--- src/rtl/tune_pkg.sv ---
package tune_pkg;
    typedef enum logic [1:0] {
        S_IDLE,
        S_WAIT_CMD,
        S_WAIT_BLK,
        S_EVAL
    } tune_state_e;

    localparam logic [5:0] IDX_TUNE_SD   = 6'd19;
    localparam logic [5:0] IDX_TUNE_MMC  = 6'd21;
    localparam logic [7:0] BLK_STD_BYTES = 8'd64;
    localparam logic [7:0] BLK_WIDE_BYTES = 8'd128;
endpackage

--- src/rtl/tune_cmd_filter.sv ---
module tune_cmd_filter
    import tune_pkg::*;
(
    input  logic [5:0] cmd_index,
    input  logic       bus_8bit,
    output logic       is_tune,
    output logic [7:0] bytes
);
    always_comb begin
        is_tune = (cmd_index == IDX_TUNE_SD) || (cmd_index == IDX_TUNE_MMC);
        if ((cmd_index == IDX_TUNE_MMC) && bus_8bit)
            bytes = BLK_WIDE_BYTES;
        else
            bytes = BLK_STD_BYTES;
    end
endmodule

--- src/rtl/tune_iter_ctr.sv ---
module tune_iter_ctr #(
    parameter int MAX_ITER = 40,
    localparam int ITER_W = $clog2(MAX_ITER + 1)
) (
    input  logic              clk,
    input  logic              rst_n,
    input  logic              clr,
    input  logic              inc,
    output logic [ITER_W-1:0] count,
    output logic              at_limit
);
    localparam logic [ITER_W-1:0] LIMIT = ITER_W'(MAX_ITER);

    always_ff @(posedge clk or negedge rst_n) begin
        if (!rst_n)
            count <= '0;
        else if (clr)
            count <= '0;
        else if (inc && (count != LIMIT))
            count <= count + 1'b1;
    end

    assign at_limit = (count == LIMIT);

    assert_iter_bounded_R7: assert property (@(posedge clk) disable iff (!rst_n)
        count <= LIMIT);
    assert_iter_step_R2: assert property (@(posedge clk) disable iff (!rst_n)
        (!clr && !inc) |=> $stable(count));
endmodule

--- src/rtl/tune_window.sv ---
module tune_window #(
    parameter int PHASE_W = 5,
    localparam int LEN_W = PHASE_W + 1
) (
    input  logic               clk,
    input  logic               rst_n,
    input  logic               clr,
    input  logic               upd,
    input  logic               pass,
    input  logic [PHASE_W-1:0] phase,
    output logic [LEN_W-1:0]   best_len,
    output logic [PHASE_W-1:0] centre,
    output logic               last_pass,
    output logic               at_end
);
    logic [LEN_W-1:0]   run_len;
    logic [PHASE_W-1:0] run_start;
    logic [PHASE_W-1:0] best_start;
    logic [LEN_W-1:0]   nrun;
    logic [PHASE_W-1:0] nstart;
    logic [LEN_W-1:0]   half;

    always_comb begin
        nrun   = run_len + 1'b1;
        nstart = (run_len == '0) ? phase : run_start;
        half   = LEN_W'(best_len - 1'b1) >> 1;
        centre = best_start + half[PHASE_W-1:0];
    end

    always_ff @(posedge clk or negedge rst_n) begin
        if (!rst_n) begin
            run_len    <= '0;
            run_start  <= '0;
            best_len   <= '0;
            best_start <= '0;
            last_pass  <= 1'b0;
            at_end     <= 1'b0;
        end else if (clr) begin
            run_len    <= '0;
            run_start  <= '0;
            best_len   <= '0;
            best_start <= '0;
            last_pass  <= 1'b0;
            at_end     <= 1'b0;
        end else if (upd) begin
            last_pass <= pass;
            at_end    <= (phase == {PHASE_W{1'b1}});
            if (pass) begin
                run_len   <= nrun;
                run_start <= nstart;
                if (nrun > best_len) begin
                    best_len   <= nrun;
                    best_start <= nstart;
                end
            end else begin
                run_len <= '0;
            end
        end
    end

    assert_best_covers_run_R5: assert property (@(posedge clk) disable iff (!rst_n)
        best_len >= run_len);
    assert_best_monotonic_R5: assert property (@(posedge clk) disable iff (!rst_n)
        (!clr && !$past(clr)) |-> best_len >= $past(best_len));
endmodule

--- src/rtl/tune_seq.sv ---
module tune_seq
    import tune_pkg::*;
#(
    parameter int PHASE_W  = 5,
    parameter int MAX_ITER = 40,
    parameter int MIN_RUN  = 4,
    localparam int ITER_W  = $clog2(MAX_ITER + 1),
    localparam int LEN_W   = PHASE_W + 1
) (
    input  logic               clk,
    input  logic               rst_n,
    input  logic               sw_reset,
    input  logic               ctrl_wr,
    input  logic               ctrl_exec,
    input  logic               ctrl_sclk,
    input  logic               cmd_issue,
    input  logic [5:0]         cmd_index,
    input  logic               bus_8bit,
    input  logic               blk_done,
    input  logic               blk_pass,
    output logic               exec_tuning,
    output logic               sclk_sel,
    output logic [PHASE_W-1:0] phase_sel,
    output logic [ITER_W-1:0]  iter_cnt,
    output logic [7:0]         blk_bytes,
    output logic               rd_ready
);
    localparam logic [LEN_W-1:0] MIN_LEN = LEN_W'(MIN_RUN);

    tune_state_e state_q, state_d;

    logic               is_tune;
    logic [7:0]         cmd_bytes;
    logic               start_req, untune_req, cmd_ok, blk_ok;
    logic               finish_ok, finish_fail;
    logic               iter_lim;
    logic               win_clr;
    logic [LEN_W-1:0]   best_len;
    logic [PHASE_W-1:0] centre;
    logic               last_pass, at_end;

    tune_cmd_filter u_filter (
        .cmd_index (cmd_index),
        .bus_8bit  (bus_8bit),
        .is_tune   (is_tune),
        .bytes     (cmd_bytes)
    );

    tune_iter_ctr #(.MAX_ITER(MAX_ITER)) u_iter (
        .clk      (clk),
        .rst_n    (rst_n),
        .clr      (win_clr),
        .inc      (cmd_ok),
        .count    (iter_cnt),
        .at_limit (iter_lim)
    );

    tune_window #(.PHASE_W(PHASE_W)) u_window (
        .clk       (clk),
        .rst_n     (rst_n),
        .clr       (win_clr),
        .upd       (blk_ok),
        .pass      (blk_pass),
        .phase     (phase_sel),
        .best_len  (best_len),
        .centre    (centre),
        .last_pass (last_pass),
        .at_end    (at_end)
    );

    always_comb begin
        start_req   = !sw_reset && ctrl_wr && ctrl_exec && (state_q == S_IDLE);
        untune_req  = !sw_reset && ctrl_wr && !ctrl_exec && !ctrl_sclk && (state_q == S_IDLE);
        cmd_ok      = !sw_reset && cmd_issue && is_tune && (state_q == S_WAIT_CMD);
        blk_ok      = !sw_reset && blk_done && (state_q == S_WAIT_BLK);
        win_clr     = sw_reset || start_req;
        finish_ok   = (state_q == S_EVAL) && (best_len >= MIN_LEN) && (!last_pass || at_end);
        finish_fail = (state_q == S_EVAL) && !finish_ok && (at_end || iter_lim);
    end

    always_comb begin
        state_d = state_q;
        unique case (state_q)
            S_IDLE:     if (start_req) state_d = S_WAIT_CMD;
            S_WAIT_CMD: if (cmd_ok) state_d = S_WAIT_BLK;
            S_WAIT_BLK: if (blk_ok) state_d = S_EVAL;
            S_EVAL:     state_d = (finish_ok || finish_fail) ? S_IDLE : S_WAIT_CMD;
        endcase
        if (sw_reset) state_d = S_IDLE;
    end

    always_ff @(posedge clk or negedge rst_n) begin
        if (!rst_n) state_q <= S_IDLE;
        else        state_q <= state_d;
    end

    always_ff @(posedge clk or negedge rst_n) begin
        if (!rst_n) begin
            exec_tuning <= 1'b0;
            sclk_sel    <= 1'b0;
            phase_sel   <= '0;
            blk_bytes   <= BLK_STD_BYTES;
            rd_ready    <= 1'b0;
        end else if (sw_reset) begin
            exec_tuning <= 1'b0;
            sclk_sel    <= 1'b0;
            phase_sel   <= '0;
            rd_ready    <= 1'b0;
        end else begin
            rd_ready <= blk_ok;
            if (start_req) begin
                exec_tuning <= 1'b1;
                sclk_sel    <= 1'b0;
                phase_sel   <= '0;
            end else if (untune_req) begin
                sclk_sel  <= 1'b0;
                phase_sel <= '0;
            end
            if (cmd_ok)
                blk_bytes <= cmd_bytes;
            if (blk_ok)
                phase_sel <= phase_sel + 1'b1;
            if (finish_ok) begin
                exec_tuning <= 1'b0;
                sclk_sel    <= 1'b1;
                phase_sel   <= centre;
            end else if (finish_fail) begin
                exec_tuning <= 1'b0;
                sclk_sel    <= 1'b0;
                phase_sel   <= '0;
            end
        end
    end

    assert_sclk_only_on_finish_R5: assert property (@(posedge clk) disable iff (!rst_n)
        $rose(sclk_sel) |-> $fell(exec_tuning));
    assert_exec_falls_from_eval_R10: assert property (@(posedge clk) disable iff (!rst_n)
        ($fell(exec_tuning) && !$past(sw_reset)) |-> $past(state_q == S_EVAL));
    assert_ready_after_block_R4: assert property (@(posedge clk) disable iff (!rst_n)
        rd_ready |-> $past(state_q == S_WAIT_BLK && blk_done));
    assert_phase_step_R4: assert property (@(posedge clk) disable iff (!rst_n)
        (state_q == S_EVAL) |-> (phase_sel == $past(phase_sel) + 1'b1));
    assert_soft_reset_R9: assert property (@(posedge clk) disable iff (!rst_n)
        sw_reset |=> (!exec_tuning && !sclk_sel && phase_sel == '0 && iter_cnt == '0));
    assert_exec_matches_state_R1: assert property (@(posedge clk) disable iff (!rst_n)
        exec_tuning == (state_q != S_IDLE));
endmodule

--- config.mk ---
export PLATFORM = sky130hd
export DESIGN_NAME = tune_seq
export DESIGN_NICKNAME = d
export VERILOG_FILES = /design/src/rtl/tune_pkg.sv /design/src/rtl/tune_cmd_filter.sv /design/src/rtl/tune_iter_ctr.sv /design/src/rtl/tune_window.sv /design/src/rtl/tune_seq.sv
export SDC_FILE = /design/constraint.sdc
export NUM_CORES = 1
export LEC_CHECK = 0
export CAP_MARGIN = 20
export CELL_PAD_IN_SITES_DETAIL_PLACEMENT = 1
export CELL_PAD_IN_SITES_GLOBAL_PLACEMENT = 1
export CORE_AREA = 2 2 78 80
export CTS_BUF_LIST = sky130_fd_sc_hd__clkbuf_4 sky130_fd_sc_hd__clkbuf_8 sky130_fd_sc_hd__clkbuf_16
export DETAILED_ROUTE_END_ITERATION = 7
export DIE_AREA = 0 0 80 82
export DONT_BUFFER_PORTS = 1
export GPL_TIMING_DRIVEN = 0
export PLACE_DENSITY_LB_ADDON = 0.15
export SLEW_MARGIN = 40
export SYNTH_ARGS = -nofsm -noshare
export SYNTH_HDL_FRONTEND = slang
export SYNTH_SLANG_ARGS = --single-unit
--- constraint.sdc ---
create_clock -name clk -period 2.9 [get_ports clk]
set_input_delay 0.145 -clock clk [delete_from_list [all_inputs] [get_ports clk]]
set_output_delay 0.145 -clock clk [all_outputs]
set_load 0.01 [all_outputs]
==> impl_metrics.py <==
metrics = {
    "clocking": {
        "clock_insertion_delay_worst_skew_ns": 0.30,
        "cts_sinks": 42,
        "numCtsBuffers": 5,
        "cts_htree_levels": 2,
        "clockBufferDepth": 2,
        "tritoncts": "yes",
        "cts_setup_buffers": 0,
        "path_clk_slew_ns": 0.08,
        "cts_root_buf": "sky130_fd_sc_hd__clkbuf_8",
    },
    "synthesis": {
        "async_flop_share": 1.00,
        "synthesis_warnings": 0,
        "synth.top_cells.by_area": "sky130_fd_sc_hd__dfrtp_1 (37%), sky130_fd_sc_hd__ha_1 (10%), sky130_fd_sc_hd__mux2i_1 (4.4%), sky130_fd_sc_hd__inv_1 (3.7%), sky130_fd_sc_hd__a21oi_1 (3.5%)",
        "yosys.area.top_type_share": 0.374,
        "largest_area_contributor_in_the_netlist": "sky130_fd_sc_hd__dfrtp_1",
        "ys_seq_elements": 42,
        "synth_enable_flop_cells": 0,
        "synthesis.instances": 293,
        "syn_area_per_cell_um2": 9.36,
        "synth_sequential_area_ratio": 0.384,
        "yosys.cell_types.count": 54,
        "synth_top_flop_cell": "sky130_fd_sc_hd__dfrtp_1",
        "mappedNetlistArea_um2": 2740,
    },
    "layout": {
        "layout-area-overhead-vs-synth_pct": 10.5,
        "multiInputGateArea_um2": 1540,
        "inserted_diodes": 0,
        "n_fill_cell": 687,
        "sequential_cell_area_um2": 1050,
        "layout-drive-gt1-share": 0.104,
        "nets_finish": 347,
        "highest_count_cells_in_the_layout_ignoring_fill_and_taps": "sky130_fd_sc_hd__dfrtp_1 (41), sky130_fd_sc_hd__inv_1 (27), sky130_fd_sc_hd__ha_1 (23)",
        "layout_commonest_cell": "sky130_fd_sc_hd__dfrtp_1",
    },
    "worst_setup_path": {
        "cp.arrival_ns": 2.98,
        "timing.critical_path.to_type": "flop",
        "reg2reg_depth": 9,
        "cp-startpoint": "u_window.run_len[2]$_DFFE_PN0P_",
        "timing.critical_path.from_type": "flop",
        "worstPathRequired_ns": 3.10,
        "setup_cp_type": "flop to flop",
        "worst_r2r_startpoint": "u_window.run_len[2]$_DFFE_PN0P_",
        "timing.critical_path.fanout_max": 10,
    },
    "floorplanning": {
        "row_count": 28,
        "floorplan.die.width_um": 80,
        "starting_density_of_the_core": 0.477,
        "coreArea_um2": 5750,
        "die_height_um": 82,
        "die_ar_um2": 6560,
        "ioPinCount": 38,
    },
    "hold_path": {
        "class_of_the_tightest_hold_or_removal_check": "input port to flop",
        "holdCritStartpoint": "cmd_index[1]",
        "min_path_cells": 3,
    },
    "run": {
        "maxCapViolations": 0,
    },
    "timing": {
        "hold-worst-slack_ns": 0.0122,
        "final_worst_clock_skew_ns": 0.00865,
        "relSlewSlack": 0.513,
        "finalSetupViolations": 0,
        "finalHoldViolations": 0,
        "maxClockFrequency_ghz": 0.359,
        "worst-slew-pin-transition_ns": 0.721,
        "final-max-slew-violation-count": 0,
        "post-route-min-period_ns": 2.78,
        "layout_worst_path_cycle_share": 0.960,
    },
    "grt": {
        "grtUsageTotal": 0.221,
        "grt_pass1_wl_um": 11100,
        "grt_overflow": 0,
        "largest_net_degree_at_the_start_of_global_routing": 43,
        "grt_pass1_vias": 2281,
        "antenna_found_initial": 0,
    },
    "route": {
        "detail_route.iter0.violations": 95,
        "drcViolationCount": 0,
        "drt-vias-per-instance": 5.82,
        "routedWlPerCell_um": 18.0,
        "ant_nets": 0,
        "firstDrtPassIters": 4,
        "routed_wl_um": 6910,
        "via_count": 2230,
    },
    "power": {
        "vdd_ir_drop_max_mv": 0.277,
        "power_density_nw_per_um2": 462,
        "report.power.total_mw": 1.40,
        "cellLeakagePower_nw": 1.37,
    },
    "outcome": {
        "outcome": "completed",
    },
    "placement": {
        "finalWeightedCongestion": 0.814,
        "port_buffers": 0,
        "post-dp-hpwl_um": 5020,
    },
}
state kept, by name, summed over array words and instances (netlist names):
signal and cells:
u_window.best_start 5, u_window.at_end 1, rd_ready 1, blk_bytes 2
u_window.run_start 5, u_window.last_pass 1, u_window.best_len 6, u_iter.count 6
phase_sel 5, u_window.run_len 6, sclk_sel 1, exec_tuning 1
state_q 2
logic make-up (layout without fill, tap and decap cells):
group,count (synthesis),count (layout),share of synthesized area
AND/OR/NAND/NOR,88,88,0.172
AO/OA/AOI/OAI,69,69,0.169
flip-flops,42,42,0.384
buffers and inverters,42,52,0.0703
adder cells (fa/ha/maj),24,24,0.112
XOR/XNOR,15,15,0.0479
multiplexers,12,12,0.0438
other,1,6,0.00137
metal layers:
metal  up-vias  track usage  wire length, µm
met5         -            0                0
met4         0       0.0814              136
met3         9       0.0440              277
li1       1060            -                -
met1      1116        0.277             3100
met2        45        0.378             3390
power by group:
group	leakage, nW	switching (mW)	internal [mW]
logic	0.750	0.193	0.131
registers	0.575	0.0471	0.613
clock network	0.0472	0.223	0.192
synthesized netlist by cell type (2+ instances only):
cell,n
sky130_fd_sc_hd__nor2b_1,4
sky130_fd_sc_hd__buf_4,6
sky130_fd_sc_hd__a21o_1,4
sky130_fd_sc_hd__a31o_2,2
sky130_fd_sc_hd__nor4_1,4
sky130_fd_sc_hd__nand2_1,18
sky130_fd_sc_hd__a21boi_0,2
sky130_fd_sc_hd__xor2_1,6
sky130_fd_sc_hd__ha_1,23
sky130_fd_sc_hd__a211oi_1,8
sky130_fd_sc_hd__clkbuf_1,7
sky130_fd_sc_hd__nand3b_1,2
sky130_fd_sc_hd__a21oi_1,19
sky130_fd_sc_hd__o41ai_1,2
sky130_fd_sc_hd__dfrtp_1,41
sky130_fd_sc_hd__inv_1,27
sky130_fd_sc_hd__and3_1,4
sky130_fd_sc_hd__nor3b_1,2
sky130_fd_sc_hd__nor2_1,21
sky130_fd_sc_hd__nand4_1,3
sky130_fd_sc_hd__mux2i_1,12
sky130_fd_sc_hd__a22o_1,3
sky130_fd_sc_hd__o21ai_0,11
sky130_fd_sc_hd__a31oi_1,6
sky130_fd_sc_hd__xnor2_1,9
sky130_fd_sc_hd__and3b_1,2
sky130_fd_sc_hd__nor3_1,4
sky130_fd_sc_hd__or2_2,2
sky130_fd_sc_hd__a221oi_1,4
sky130_fd_sc_hd__nand3_1,11
worst paths after layout:
| check | slack [ns] | endpoint |
|---|---|---|
| hold / removal | 0.01 | blk_bytes[6]$_DFFE_PN1P_ |
| setup reg to reg | 0.12 | u_window.best_len[4]$_DFFE_PN0P_ |
| min in group asynchronous | 0.34 | u_window.run_len[2]$_DFFE_PN0P_ |
| setup / recovery | 0.12 | u_window.best_len[4]$_DFFE_PN0P_ |
| max in group asynchronous | 2.29 | blk_bytes[6]$_DFFE_PN1P_ |
| hold reg to reg | 0.50 | blk_bytes[6]$_DFFE_PN1P_ |
per-stage QoR:
stage | worst slack, ns | util | TNS, ns | cells | cell area, µm²
floorplan | 0.391 | - | 0 | 298 | 2760
global placement | -0.0748 | 0.497 | -0.303 | 373 | 2850
detailed placement | -0.192 | 0.497 | -1.08 | 373 | 2850
CTS | 0.0467 | 0.524 | 0 | 384 | 3010
global route | -0.0459 | 0.527 | -0.139 | 383 | 3030
finish | 0.116 | 0.527 | 0 | 383 | 3030
critical path, cell delays in order (launching register included):
cell and delay (ns):
sky130_fd_sc_hd__dfrtp_1 0.49, sky130_fd_sc_hd__and3_1 0.20, sky130_fd_sc_hd__nand3_1 0.09, sky130_fd_sc_hd__xnor2_1 0.32, sky130_fd_sc_hd__ha_1 0.36, sky130_fd_sc_hd__and4_1 0.30
sky130_fd_sc_hd__a31oi_1 0.26, sky130_fd_sc_hd__clkbuf_2 0.29, sky130_fd_sc_hd__a21oi_1 0.10, sky130_fd_sc_hd__a211oi_1 0.26
what timing repair did:
item / CTS / global route
resized for setup: 3 / 3
setup endpoints to repair: 7 / 10
hold buffers: 4 / 0
hold endpoints to repair: 45 / 0
area by class of cell:
| type | instances | area share |
|---|---|---|
| inverters | 27 | 0.0335 |
| flip-flops and latches | 42 | 0.347 |
| well taps | 75 | 0.0310 |
| clock buffers | 6 | 0.0273 |
| repair buffers | 4 | 0.0190 |
| multi-input cells | 214 | 0.510 |
| clock inverters | 2 | 0.00413 |
| plain buffers | 13 | 0.0281 |
No activity file was read; power rests on OpenSTA's default activity.
